**config.mk**
```make
export PLATFORM = sky130hd
export DESIGN_NAME = crf_lut_unit
export DESIGN_NICKNAME = d
export VERILOG_FILES = /design/src/rtl/crf_pkg.sv /design/src/rtl/crf_decode.sv /design/src/rtl/crf_field_read.sv /design/src/rtl/crf_eval.sv /design/src/rtl/crf_lut_unit.sv
export SDC_FILE = /design/constraint.sdc
export NUM_CORES = 1
export LEC_CHECK = 0
export BUFFER_PORTS_ARGS = -buffer_cell sky130_fd_sc_hd__buf_2
export CAP_MARGIN = 20
export CORE_ASPECT_RATIO = 1.4
export CORE_MARGIN = 2
export CORE_UTILIZATION = 54
export DETAILED_ROUTE_END_ITERATION = 6
export PLACE_DENSITY = 0.84
export RECOVER_POWER = 50
export SYNTH_ARGS = -nofsm -noshare
export SYNTH_HDL_FRONTEND = slang
export SYNTH_SLANG_ARGS = --single-unit
export TNS_END_PERCENT = 100
```
**constraint.sdc**
```tcl
create_clock -name clk -period 7.6 [get_ports clk]
set_clock_uncertainty 0.2 [all_clocks]
set_input_delay 1.14 -clock clk [delete_from_list [all_inputs] [get_ports clk]]
set_output_delay 1.14 -clock clk [all_outputs]
set_load 0.02 [all_outputs]
```
**src/rtl/crf_pkg.sv**
```systemverilog
package crf_pkg;

  localparam int CR_W    = 32;
  localparam int FLD_W   = 4;
  localparam int NUM_FLD = CR_W / FLD_W;
  localparam int SEL_W   = $clog2(NUM_FLD);
  localparam int TBL_W   = 8;

  typedef enum logic [1:0] {
    OP_NONE = 2'd0,
    OP_TERN = 2'd1,
    OP_BIN  = 2'd2
  } op_e;

  typedef struct packed {
    op_e                op;
    logic [SEL_W-1:0]   dst;
    logic [SEL_W-1:0]   src_a;
    logic [SEL_W-1:0]   src_b;
    logic [FLD_W-1:0]   wmask;
    logic [TBL_W-1:0]   table_imm;
  } dec_t;

  // MSB bit index of field n inside the little-endian register vector
  function automatic int field_top(logic [SEL_W-1:0] n);
    return CR_W - 1 - FLD_W * int'(n);
  endfunction

  function automatic logic [FLD_W-1:0] field_get(logic [CR_W-1:0] cr,
                                                 logic [SEL_W-1:0] n);
    return cr[field_top(n) -: FLD_W];
  endfunction

  function automatic logic [CR_W-1:0] field_put(logic [CR_W-1:0] cr,
                                                logic [SEL_W-1:0] n,
                                                logic [FLD_W-1:0] v);
    logic [CR_W-1:0] r;
    r = cr;
    r[field_top(n) -: FLD_W] = v;
    return r;
  endfunction

  // Mask bit i addresses field position i; position 0 is the vector MSB
  function automatic logic [FLD_W-1:0] mask_to_vec(logic [FLD_W-1:0] m);
    logic [FLD_W-1:0] r;
    for (int k = 0; k < FLD_W; k++) r[FLD_W-1-k] = m[k];
    return r;
  endfunction

  function automatic logic tern_pick(logic [TBL_W-1:0] tbl,
                                     logic d, logic a, logic b);
    return tbl[{d, a, b}];
  endfunction

  // Table entry j lives at field position j, i.e. vector bit FLD_W-1-j
  function automatic logic bin_pick(logic [FLD_W-1:0] lut, logic d, logic a);
    logic [1:0] j;
    j = {d, a};
    return lut[2'd3 - j];
  endfunction

endpackage

```
**src/rtl/crf_decode.sv**
```systemverilog
module crf_decode
  import crf_pkg::*;
#(
  parameter logic [5:0] PO_VAL  = 6'd5,
  parameter logic [4:0] XO_TERN = 5'd19,
  parameter logic [4:0] XO_BIN  = 5'd8
) (
  input  logic [CR_W-1:0] instr,
  output dec_t            dec
);

  // Big-endian instruction bit k sits at instr[31-k]
  function automatic logic ibit(logic [CR_W-1:0] w, int k);
    return w[CR_W-1-k];
  endfunction

  logic [5:0] po_f;
  logic [4:0] xo_f;

  always_comb begin
    for (int k = 0; k < 6; k++) po_f[5-k] = ibit(instr, k);
    for (int k = 0; k < 5; k++) xo_f[4-k] = ibit(instr, 26 + k);

    dec = '0;
    for (int k = 0; k < SEL_W; k++) begin
      dec.dst[SEL_W-1-k]   = ibit(instr, 6 + k);
      dec.src_a[SEL_W-1-k] = ibit(instr, 11 + k);
      dec.src_b[SEL_W-1-k] = ibit(instr, 16 + k);
    end
    dec.wmask = {ibit(instr, 9), ibit(instr, 10), ibit(instr, 14), ibit(instr, 15)};
    for (int k = 0; k < 7; k++) dec.table_imm[TBL_W-1-k] = ibit(instr, 19 + k);
    dec.table_imm[0] = ibit(instr, 31);

    if (po_f != PO_VAL)        dec.op = OP_NONE;
    else if (xo_f == XO_TERN)  dec.op = OP_TERN;
    else if (xo_f == XO_BIN)   dec.op = OP_BIN;
    else                       dec.op = OP_NONE;
  end

endmodule

```
**src/rtl/crf_field_read.sv**
```systemverilog
module crf_field_read
  import crf_pkg::*;
(
  input  logic [CR_W-1:0]  cr,
  input  logic [SEL_W-1:0] sel,
  output logic [FLD_W-1:0] fld
);

  logic [FLD_W-1:0] slices [NUM_FLD];

  for (genvar n = 0; n < NUM_FLD; n++) begin : g_slice
    assign slices[n] = cr[CR_W-1-FLD_W*n -: FLD_W];
  end

  assign fld = slices[sel];

endmodule

```
**src/rtl/crf_eval.sv**
```systemverilog
module crf_eval
  import crf_pkg::*;
(
  input  op_e              op,
  input  logic [TBL_W-1:0] table_imm,
  input  logic [FLD_W-1:0] wmask,
  input  logic [FLD_W-1:0] f_dst,
  input  logic [FLD_W-1:0] f_a,
  input  logic [FLD_W-1:0] f_b,
  output logic [FLD_W-1:0] merged
);

  logic [FLD_W-1:0] wvec;
  assign wvec = mask_to_vec(wmask);

  for (genvar k = 0; k < FLD_W; k++) begin : g_bit
    logic res;
    always_comb begin
      if (op == OP_TERN) res = tern_pick(table_imm, f_dst[k], f_a[k], f_b[k]);
      else               res = bin_pick(f_b, f_dst[k], f_a[k]);
    end
    assign merged[k] = wvec[k] ? res : f_dst[k];
  end

endmodule

```
**src/rtl/crf_lut_unit.sv**
```systemverilog
module crf_lut_unit
  import crf_pkg::*;
#(
  parameter logic [5:0] PO_VAL  = 6'd5,
  parameter logic [4:0] XO_TERN = 5'd19,
  parameter logic [4:0] XO_BIN  = 5'd8
) (
  input  logic        clk,
  input  logic        rst,
  input  logic        issue_valid,
  input  logic [31:0] instr,
  input  logic        load_en,
  input  logic [31:0] load_data,
  output logic [31:0] cr_out,
  output logic        illegal
);

  logic [CR_W-1:0]  cr_q;
  logic             illegal_q;
  dec_t             dec;
  logic [FLD_W-1:0] f_dst, f_a, f_b, merged_w;
  logic             accept_w, commit_w, trap_w;
  logic [CR_W-1:0]  cr_exec_w;

  crf_decode #(.PO_VAL(PO_VAL), .XO_TERN(XO_TERN), .XO_BIN(XO_BIN)) u_dec (
    .instr (instr),
    .dec   (dec)
  );

  crf_field_read u_rd_dst (.cr(cr_q), .sel(dec.dst),   .fld(f_dst));
  crf_field_read u_rd_a   (.cr(cr_q), .sel(dec.src_a), .fld(f_a));
  crf_field_read u_rd_b   (.cr(cr_q), .sel(dec.src_b), .fld(f_b));

  crf_eval u_eval (
    .op        (dec.op),
    .table_imm (dec.table_imm),
    .wmask     (dec.wmask),
    .f_dst     (f_dst),
    .f_a       (f_a),
    .f_b       (f_b),
    .merged    (merged_w)
  );

  assign accept_w  = issue_valid && !load_en && (dec.op != OP_NONE);
  assign trap_w    = accept_w && (dec.wmask == '0);
  assign commit_w  = accept_w && (dec.wmask != '0);
  assign cr_exec_w = field_put(cr_q, dec.dst, merged_w);

  always_ff @(posedge clk) begin
    if (rst) begin
      cr_q      <= '0;
      illegal_q <= 1'b0;
    end else begin
      illegal_q <= trap_w;
      if (load_en)       cr_q <= load_data;
      else if (commit_w) cr_q <= cr_exec_w;
    end
  end

  assign cr_out  = cr_q;
  assign illegal = illegal_q;

endmodule

```
==> results.ini, run 1 <==
[floorplanning]
dieWidth_um = 64.2
rows = 30
die_h_um = 88.3
start_util = 0.562
core-area_mm2 = 0.00488
dieArea_mm2 = 0.00567
num_io_pins = 101

[synthesis]
syn_inst = 275
yosysWarnings = 0
syn_nets = 343
synth_top_cell_by_area = dfxtp_1
netlist_area_mm2 = 0.00274
avgSynthCellArea_um2 = 9.96
synth_edf_count = 0
async_flop_share = 0
synth_seq_cells = 33
synth_top_area_share = 0.241
synth-main-ff-cell = dfxtp_1
synth_most_common_cell = dfxtp_1
synthTopCellsByCount = dfxtp_1 (33), nand2_1 (25), o22ai_1 (25), a22oi_1 (23), mux2i_1 (22)
ys_seq_area_frac = 0.241
synth.distinct_cells = 42
synth_area_leaders = dfxtp_1 (24%), mux4_2 (16%), mux2i_1 (8.0%), a22oi_1 (6.3%), o22ai_1 (5.7%)

[critical_path]
reg2reg_slack_ns = 4.82
worst-path-max-fanout = 8
criticalPathCategory = input pin to flip-flop
crit_start = instr[13]
r2r_start = cr_out[3]
arrival_ns = 3.47
crit_end = cr_out[19]
crit_required_ns = 7.53
reg2reg_depth = 7
cp-end-kind = flip-flop
worstReg2RegEnd = cr_out[19]
setup.worst_path.start_class = input pin

[placed_design]
io_buffers = 100
place_hpwl_um = 7000
place_congestion = 0.950
pre_cts_ws_ns = 3.77

[drt]
dr_total_vias = 2977
via_per_inst = 6.97
drc_errors = 0
dr.pass1.iters = 5
routed_wl_um = 9130
drt-initial-drc-count = 237
post_drt_wl_per_cell_um = 21.4
ant_nets = 0

[final_layout]
area_growth_pct = 19.5
final_util = 0.671
drive_gt1_frac = 0.314
num-fill-cells = 447
diodes = 0
nets = 431

[cts]
cts_resized = 0
clkTransAtPathRegs_ns = 0.07
holdBufCountCts = 0
postCtsSetupBuffers = 0
cts_root_buf = clkbuf_8
cts_buffers = 5
cts_tree = yes
clock_sinks = 33
clk_path_buf_depth = 2
insertion_delay_ns = 0.28
htree_levels = 2

[grt]
grt-ovfl-total = 0
grt_pass1_wl_um = 13500
grt_max_degree = 45
grt_antenna_before_repair = 0
grt.total_usage = 0.317
grt_pass1_vias = 2701

[power]
ir_drop_mv = 0.103
p_per_area_mw_per_mm2 = 146
p_leak_nw = 1.28
finalPower_uw = 477

[timing]
setup_ws_ns = 4.06
tns_ns = 0
max_freq_mhz = 282
period_minus_slack_ns = 3.54
period_share = 0.466
rsz0062_at_grt = no
setup_viol = 0
relSlewSlack = 0.408
hold_ws_ns = 0.434
slew_violations = 0
hold_violations = 0
worst_pin_slew_ns = 0.880

[run]
drv_cap = 0

[outcome]
outcome = complete, no violations

[hold_path]
hold_class = flip-flop to flip-flop
hold_path_depth = 2

## cell usage in the layout, fill, tap and decap left out, drive strengths merged, types with 2 or more instances in the layout
cell	n
nand2	25
o32a	3
mux2	5
o21ai	10
mux4	24
o31ai	3
buf	67
nor4b	3
inv	2
nor4	4
a21oi	9
a211oi	5
nor2b	2
a31oi	9
and3	2
o2111ai	5
nand3	5
nor2	8
dfxtp	33
a22oi	23
nor3b	2
and2	10
nor3	2
mux2i	27
clkbuf	40
o22ai	26
or2	5
## worst max-delay path, cell delays in order
cell and delay, ns:
buf_2 0.24, mux4_2 0.53, mux2i_1 0.45, mux2_2 0.39, nand2_1 0.06, o2111ai_1 0.13, a2bb2oi_2 0.38, o22ai_1 0.15
## flip-flops by register name, indices dropped and copies added (netlist names)
signal   cells
cr_out      32
illegal      1
## routing by layer
metal	vias up	wire [um]	global-route usage
li1	1309	-	-
met1	1382	3120	0.365
met2	236	4580	0.563
met3	50	870	0.0344
met4	0	564	0.197
met5	-	0	0
## cells by family after synthesis
kind of cell    share of synthesized area
mux                                 0.342
buf+inv                            0.0374
flops                               0.241
compound gates                      0.247
simple gates                        0.133
## worst min path at each step
stage / to / slack (ns) / startpoint
global placement: cr_out[26] / 0.40 / cr_out[26]
detailed placement: cr_out[10] / 0.41 / cr_out[10]
finish: cr_out[22] / 0.43 / cr_out[22]
floorplan: cr_out[22] / 0.45 / cr_out[22]
global route: cr_out[22] / 0.44 / cr_out[22]
CTS: cr_out[22] / 0.42 / cr_out[22]
## area by class of cell
| cell class | count | area [um^2] | area share |
|---|---|---|---|
| Sequential cell | 33 | 661 | 0.202 |
| Tap cell | 64 | 80.1 | 0.0245 |
| Timing Repair Buffer | 100 | 459 | 0.140 |
| Clock buffer | 7 | 86.3 | 0.0264 |
| Inverter | 3 | 11.3 | 0.00344 |
| Multi-Input combinational cell | 220 | 1980 | 0.604 |
## per-stage QoR
step | cell area (um^2) | instances
floorplan | 2740 | 275
global placement | 3230 | 420
detailed placement | 3230 | 420
CTS | 3320 | 427
global route | 3270 | 427
finish | 3270 | 427
## power breakdown
part / total, mW / internal [mW] / switching (mW)
Combinational: 0.145 / 0.0667 / 0.0782
Sequential: 0.197 / 0.182 / 0.0151
Clock: 0.134 / 0.0719 / 0.0626
Total: 0.477 / 0.321 / 0.156
Power figures use the tool's default switching activity.
==> run 2, diff against run 1 <==
--- a/config.mk
+++ b/config.mk
@@ -5,13 +5,14 @@
 export SDC_FILE = /design/constraint.sdc
 export NUM_CORES = 1
 export LEC_CHECK = 0
+export ABC_AREA = 1
 export BUFFER_PORTS_ARGS = -buffer_cell sky130_fd_sc_hd__buf_2
 export CAP_MARGIN = 20
 export CORE_ASPECT_RATIO = 1.4
 export CORE_MARGIN = 2
-export CORE_UTILIZATION = 54
+export CORE_UTILIZATION = 48
 export DETAILED_ROUTE_END_ITERATION = 6
-export PLACE_DENSITY = 0.84
+export PLACE_DENSITY = 0.76
 export RECOVER_POWER = 50
 export SYNTH_ARGS = -nofsm -noshare
 export SYNTH_HDL_FRONTEND = slang
==> constraint.sdc (replaced) <==
create_clock -name clk -period 3.2 [get_ports clk]
set_clock_uncertainty 0.2 [all_clocks]
set_input_delay 0.48 -clock clk [delete_from_list [all_inputs] [get_ports clk]]
set_output_delay 0.48 -clock clk [all_outputs]
set_load 0.02 [all_outputs]
==> run 2 against run 1 <==
Compared with the run above:
- the run now ends with max-capacitance violations, max-slew violations left
- sequential power rose by 130%
- sequential share of layout area fell by 3.9 points
- utilization fell by 9.3 points
- worst hold slack got worse by 0.17 ns
- synthesized cell count rose by 130%
- wire length rose by 39%
- clock-buffer cell count did not move
- first-iteration DRC count rose by 63%
- clock power rose to 3.1 times the previous value
- largest cell class unchanged
- largest power group is now combinational cells
- highest routed layer unchanged
==> results.ini, run 2 <==
[critical_path]
crit_start = instr[13]
setup.worst_path.start_class = input pin
worstReg2RegEnd = cr_out[20]
arrival_ns = 2.16  ; -1.31 ns
cpMostUsedCell = nand2_1
cp_cell_sequence = buf_2 > inv_6 > nand2_1 > nand3_1 > nand3_1 > nand2_2 > nand2_1 > nand3_1 > nand3_1 > nand2_1 > nand2_1 > nand2_4 > nand2_1 > a21oi_2
reg2reg_depth = 14  ; +7
slowest_stage = buf_2
worst-path-max-fanout = 17  ; +9
criticalPathCategory = input pin to flip-flop
crit_required_ns = 3.10  ; -4.43 ns
r2r_start = cr_out[24]
cp-end-kind = flip-flop
crit_end = cr_out[20]
cpPeakStageDelay_ns = 0.29  ; -0.24 ns
reg2reg_slack_ns = 1.01  ; -3.81 ns

[power]
p_leak_nw = 2.11  ; +65%
finalPower_mw = 1.38  ; +190%
ir_drop_mv = 0.352  ; +240%
p_per_area_mw_per_mm2 = 340  ; +130%

[synthesis]
netlist_area_mm2 = 0.00349  ; +27%
synth_top_area_share = 0.271  ; +0.0297
syn_inst = 631  ; +130%
async_flop_share = 0  ; unchanged
synth_area_leaders = nand2_1 (27%), dfxtp_1 (19%), nand3_1 (18%), inv_1 (9.8%), a21oi_2 (4.3%)
syn_nets = 699  ; +100%
yosysWarnings = 0  ; unchanged
synth_most_common_cell = nand2_1
avgSynthCellArea_um2 = 5.54  ; -44%
synth_top_cell_by_area = nand2_1
synth_edf_count = 0  ; unchanged
synth.distinct_cells = 36  ; -14%
synthTopCellsByCount = nand2_1 (252), nand3_1 (124), inv_1 (91), dfxtp_1 (33), a21oi_2 (17)
synth-main-ff-cell = dfxtp_1
synth_seq_cells = 33  ; unchanged
ys_seq_area_frac = 0.189  ; -0.0520

[final_layout]
drive_gt1_frac = 0.188  ; -0.126
final_common_cell = nand2_1
seqCellArea_um2 = 661  ; unchanged
final_cell_count_no_fill = 813  ; +90%
final_cell_mix = nand2_1 (252), nand3_1 (124), inv_1 (91)
num-fill-cells = 786  ; +76%
final_area_mm2 = 0.00406  ; +24%
multi_input_area_mm2 = 0.00233  ; +18%
area_growth_pct = 16.2
diodes = 0  ; unchanged
nets = 785  ; +82%
largest_reg_flops = 32  ; unchanged

[drt]
dr.pass1.iters = 5  ; unchanged
post_drt_wl_per_cell_um = 15.7  ; -27%
routed_wl_um = 12700  ; +39%
via_per_inst = 5.41  ; -22%
drc_errors = 0  ; unchanged
drt-initial-drc-count = 387  ; +63%
ant_nets = 0  ; unchanged
dr_total_vias = 4397  ; +48%

[cts]
holdBufCountCts = 0  ; unchanged
clk_path_buf_depth = 2  ; unchanged
cts_buffers = 5  ; unchanged
clkTransAtPathRegs_ns = 0.07  ; about the same
htree_levels = 2  ; unchanged
cts_root_buf = clkbuf_8
insertion_delay_ns = 0.30  ; +0.02 ns
cts_resized = 0  ; unchanged
postCtsSetupBuffers = 0  ; unchanged
cts_tree = yes
clock_sinks = 33  ; unchanged

[timing]
hold_ws_ns = 0.264  ; -0.169 ns
worst_pin_slew_ns = 1.93  ; +1.05 ns
relSlewSlack = -0.285  ; -0.692
setup_viol = 0  ; unchanged
period_share = 0.706
rsz0062_at_grt = no
max_freq_mhz = 443
tns_ns = 0  ; unchanged
slew_violations = 34  ; +34
hold_violations = 0  ; unchanged
period_minus_slack_ns = 2.26

[floorplanning]
rows = 36  ; +20%
core-area_mm2 = 0.00703  ; +44%
start_util = 0.497  ; -0.0644
dieWidth_um = 76.1  ; +19%
dieArea_mm2 = 0.00799  ; +41%
die_h_um = 105  ; +19%
num_io_pins = 101  ; unchanged

[grt]
grt-ovfl-total = 0  ; unchanged
grt.total_usage = 0.318  ; +0.000968
grt_pass1_vias = 4141  ; +53%
grt_antenna_before_repair = 0  ; unchanged
grt_pass1_wl_um = 20500  ; +51%
grt_max_degree = 42  ; -6.7%

[placed_design]
post_dp_cell_area_mm2 = 0.00399  ; +23%
place_hpwl_um = 10100  ; +44%
dp_cells = 805  ; +92%
io_buffers = 100  ; unchanged
place_congestion = 1.08  ; +14%

[hold_path]
hold_class = input pin to flip-flop

[run]
drv_cap = 1  ; +1

[outcome]
outcome = finished, violations left
violations = max-capacitance violations, max-slew violations

-- run 2: cell types whose count changed in the layout (fill, tap and decap cells not counted), sizes merged, moves of 24 or more --
cell and delta:
a21oi +24, mux2i -27, mux4 -24, inv +94
nand3 +127, nand2 +242, o22ai -26
-- run 2: worst min path at each step --
stage / end / from / cells after the start
floorplan: illegal / issue_valid / 2
global placement: cr_out[20] / cr_out[20] / 4
finish: illegal / issue_valid / 3
global route: illegal / issue_valid / 3
CTS: illegal / issue_valid / 3
detailed placement: cr_out[20] / cr_out[20] / 4
-- run 2: cells by family after synthesis --
kind of cell,Yosys count,synth area share
AO/OA/AOI/OAI,51,0.103
buffers and inverters,119,0.145
AND/OR/NAND/NOR,428,0.563
flip-flops,33,0.189
-- run 2: metrics by stage --
step,util,setup slack (ns)
2_1_floorplan,-,1.22
3_3_place_gp,0.567,0.693
3_5_place_dp,0.567,0.703
4_1_cts,0.584,1.00
5_1_grt,0.578,0.782
6_report,0.578,0.941
-- run 2: routing by layer --
metal  GRT usage  up-vias  share of wire
met5           0        -              0
met4       0.183        0          0.051
met3      0.0527       46          0.062
met2       0.549      198           0.50
met1       0.369     1981           0.39
li1            -     2172              -
-- run 2: cell type report --
type,count,area share
Clock inverter,1,0.00740
Multi-Input combinational cell,479,0.573
Tap cell,95,0.0293
Clock buffer,7,0.0213
Timing Repair Buffer,101,0.115
Inverter,97,0.0915
Sequential cell,33,0.163
-- run 2: worst max-delay path, delay by kind of cell --
| kind | cells | cell delay [ns] |
|---|---|---|
| compound gates | 1 | 0.05 |
| buf+inv | 2 | 0.41 |
| simple gates | 11 | 1.19 |
-- run 2: power by group --
part / leakage (nW) / internal, mW / total [mW] / switching (mW)
combinational: 1.78 / 0.161 / 0.504 / 0.343
sequential: 0.272 / 0.433 / 0.457 / 0.0242
clock: 0.0585 / 0.254 / 0.421 / 0.167
==> run 3, diff against run 2 <==
--- a/config.mk
+++ b/config.mk
@@ -5,14 +5,14 @@
 export SDC_FILE = /design/constraint.sdc
 export NUM_CORES = 1
 export LEC_CHECK = 0
-export ABC_AREA = 1
+export ABC_AREA = 0
 export BUFFER_PORTS_ARGS = -buffer_cell sky130_fd_sc_hd__buf_2
 export CAP_MARGIN = 20
 export CORE_ASPECT_RATIO = 1.4
 export CORE_MARGIN = 2
-export CORE_UTILIZATION = 48
+export CORE_UTILIZATION = 50
 export DETAILED_ROUTE_END_ITERATION = 6
-export PLACE_DENSITY = 0.76
+export PLACE_DENSITY = 0.79
 export RECOVER_POWER = 50
 export SYNTH_ARGS = -nofsm -noshare
 export SYNTH_HDL_FRONTEND = slang
==> constraint.sdc (replaced) <==
create_clock -name clk -period 2.3 [get_ports clk]
set_clock_uncertainty 0.2 [all_clocks]
set_input_delay 0.345 -clock clk [delete_from_list [all_inputs] [get_ports clk]]
set_output_delay 0.345 -clock clk [all_outputs]
set_load 0.02 [all_outputs]
==> run 3 against run 2 <==
Compared with the run above:
- the flow finishes with violations (negative setup slack)
- utilization rose by 22 points
- critical path type is now flip-flop to flip-flop
- non-clock buffer count rose by 80
- first-iteration DRC count rose by 6.7%
- global-route usage rose by 7.9 points
- largest cell class unchanged
- design area rose by 2.9%
- clock power rose by 19%
- via count fell by 19%
- power rose by 33%
- cell count fell by 37%
- clock-buffer cell count did not move
==> results.ini, run 3 (same netlist as run 1, synthesis figures left out) <==
[grt]
grt-ovfl-total = 0  ; unchanged
grt_max_degree = 25  ; -40%
grt_antenna_before_repair = 0  ; unchanged
grt_pass1_wl_um = 18100  ; -12%
grt_pass1_vias = 3602  ; -13%
grt.total_usage = 0.397  ; +0.0792

[critical_path]
slowest_stage = mux4_2
worst-path-max-fanout = 8  ; -9
criticalPathCategory = flip-flop to flip-flop
cpPeakStageDelay_ns = 0.51  ; +0.22 ns
path_buf_inv = 0  ; -2
arrival_ns = 2.46  ; +0.30 ns
setup.worst_path.start_class = flip-flop
cp_cell_sequence = mux4_2 > mux2i_4 > mux2i_1 > nor2_1 > a211oi_1 > o32a_4 > o22ai_1
critPathTopFamily = multiplexers
cp-end-kind = flip-flop
crit_required_ns = 2.26  ; -0.84 ns

[timing]
setup_ws_ns = -0.194  ; -1.14 ns
slew_violations = 0  ; -100%
max_freq_mhz = 401
period_minus_slack_ns = 2.49
tns_ns = -4.63  ; -4.63 ns
relSlewSlack = 0.620  ; +0.904
rsz0062_at_grt = yes
hold_violations = 0  ; unchanged
setup_viol = 32  ; +32
hold_ws_ns = 0.155  ; -0.109 ns
period_share = 1.08
worst_pin_slew_ns = 0.570  ; -1.36 ns

[cts]
cts_tree = yes
cts_buffers = 5  ; unchanged
clkTransAtPathRegs_ns = 0.07  ; about the same
clock_sinks = 33  ; unchanged
insertion_delay_ns = 0.29  ; about the same
holdBufCountCts = 0  ; unchanged
clk_path_buf_depth = 2  ; unchanged
htree_levels = 2  ; unchanged
cts_root_buf = clkbuf_8

[floorplanning]
dieArea_mm2 = 0.00610  ; -24%
start_util = 0.523  ; +0.0261
rows = 31  ; -14%
dieWidth_um = 66.6  ; -13%
die_h_um = 91.6  ; -13%
core-area_mm2 = 0.00524  ; -25%
num_io_pins = 101  ; unchanged

[placed_design]
post_dp_cell_area_mm2 = 0.00389  ; -2.3%
io_buffers = 100  ; unchanged
place_congestion = 0.968  ; -11%
place_hpwl_um = 8460  ; -16%
pre_cts_ws_ns = -0.468  ; -1.17 ns

[hold_path]
hold_class = input pin to flip-flop

[drt]
drc_errors = 0  ; unchanged
routed_wl_um = 12000  ; -5.7%
dr_total_vias = 3581  ; -19%
drt-initial-drc-count = 413  ; +6.7%
ant_nets = 0  ; unchanged
via_per_inst = 7.01  ; +30%
post_drt_wl_per_cell_um = 23.5  ; +50%
dr.pass1.iters = 7  ; +2

[outcome]
violations = negative setup slack
outcome = finished, violations left

[final_layout]
final_cell_mix = buf_2 (83), buf_4 (76), nand2_1 (25)
drive_gt1_frac = 0.587  ; +0.398
final_util = 0.798  ; +0.220
largest_reg_flops = 32  ; unchanged
diodes = 0  ; unchanged
final_common_cell = buf_2
final_area_mm2 = 0.00418  ; +2.9%
nets = 512  ; -35%
area_growth_pct = 52.5

[power]
ir_drop_mv = 0.515  ; +46%
p_per_area_mw_per_mm2 = 441  ; +30%
p_leak_nw = 1.80  ; -15%

[run]
drv_cap = 0  ; -1

==> run 3: cell count changes in the layout (fill, tap and decap cells not counted), moves of 17 or more <==
cell      before  now
inv_1         91    2
nand2_1      252   25
mux4_2         0   24
dfxtp_2        0   18
clkbuf_1      34   15
buf_4          1   76
nand3_1      124    4
a21oi_2       17    0
mux2i_1        0   19
a22oi_1        3   23
dfxtp_1       33   15
==> run 3: where the power goes <==
part / switching (mW) / internal, mW
logic: 0.351 / 0.348
clock network: 0.230 / 0.271
registers: 0.0373 / 0.606
total: 0.619 / 1.22
==> run 3: worst paths after layout <==
check,endpoint,depth (start not counted),start,slack (ns)
min,cr_out[16],3,load_data[16],0.16
max,cr_out[9],7,cr_out[21],-0.19
max reg2reg,cr_out[9],7,cr_out[21],-0.19
min reg2reg,cr_out[16],3,cr_out[16],0.50
==> run 3: stage by stage <==
stage	total power, mW	std cells
6_report	1.84	511
3_5_place_dp	1.27	496
3_3_place_gp	1.26	496
5_1_grt	1.90	511
4_1_cts	1.79	509
2_1_floorplan	1.01	275
==> run 3: layout make-up <==
| type | instances | area, um^2 |
|---|---|---|
| Clock buffer | 7 | 96.3 |
| Fill cell | 341 | 1060 |
| Sequential cell | 33 | 683 |
| Clock inverter | 1 | 5.00 |
| Multi-Input combinational cell | 220 | 2150 |
| Timing Repair Buffer | 181 | 1150 |
| Tap cell | 66 | 82.6 |
| Inverter | 3 | 11.3 |
==> run 3: worst min-delay path: cells and delay by family <==
kind / cells / cell delay, ns
AOI/OAI and AO/OA: 2 / 0.18
buffers and inverters: 1 / 0.08
==> run 3: repair_timing <==
item,4_1_cts,5_1_grt
pin swaps,9,9
cloned,0,0
endpoints found under the hold margin,0,0
setup endpoints to repair,32,32
setup buffers,5,2
gates resized for setup,26,19
==> run 3: per-layer routing <==
metal	vias up	global-route usage	share of wire
li1	1463	-	-
met1	1634	0.449	0.32
met2	363	0.663	0.49
met3	121	0.0620	0.10
met4	0	0.274	0.095
met5	-	0	0
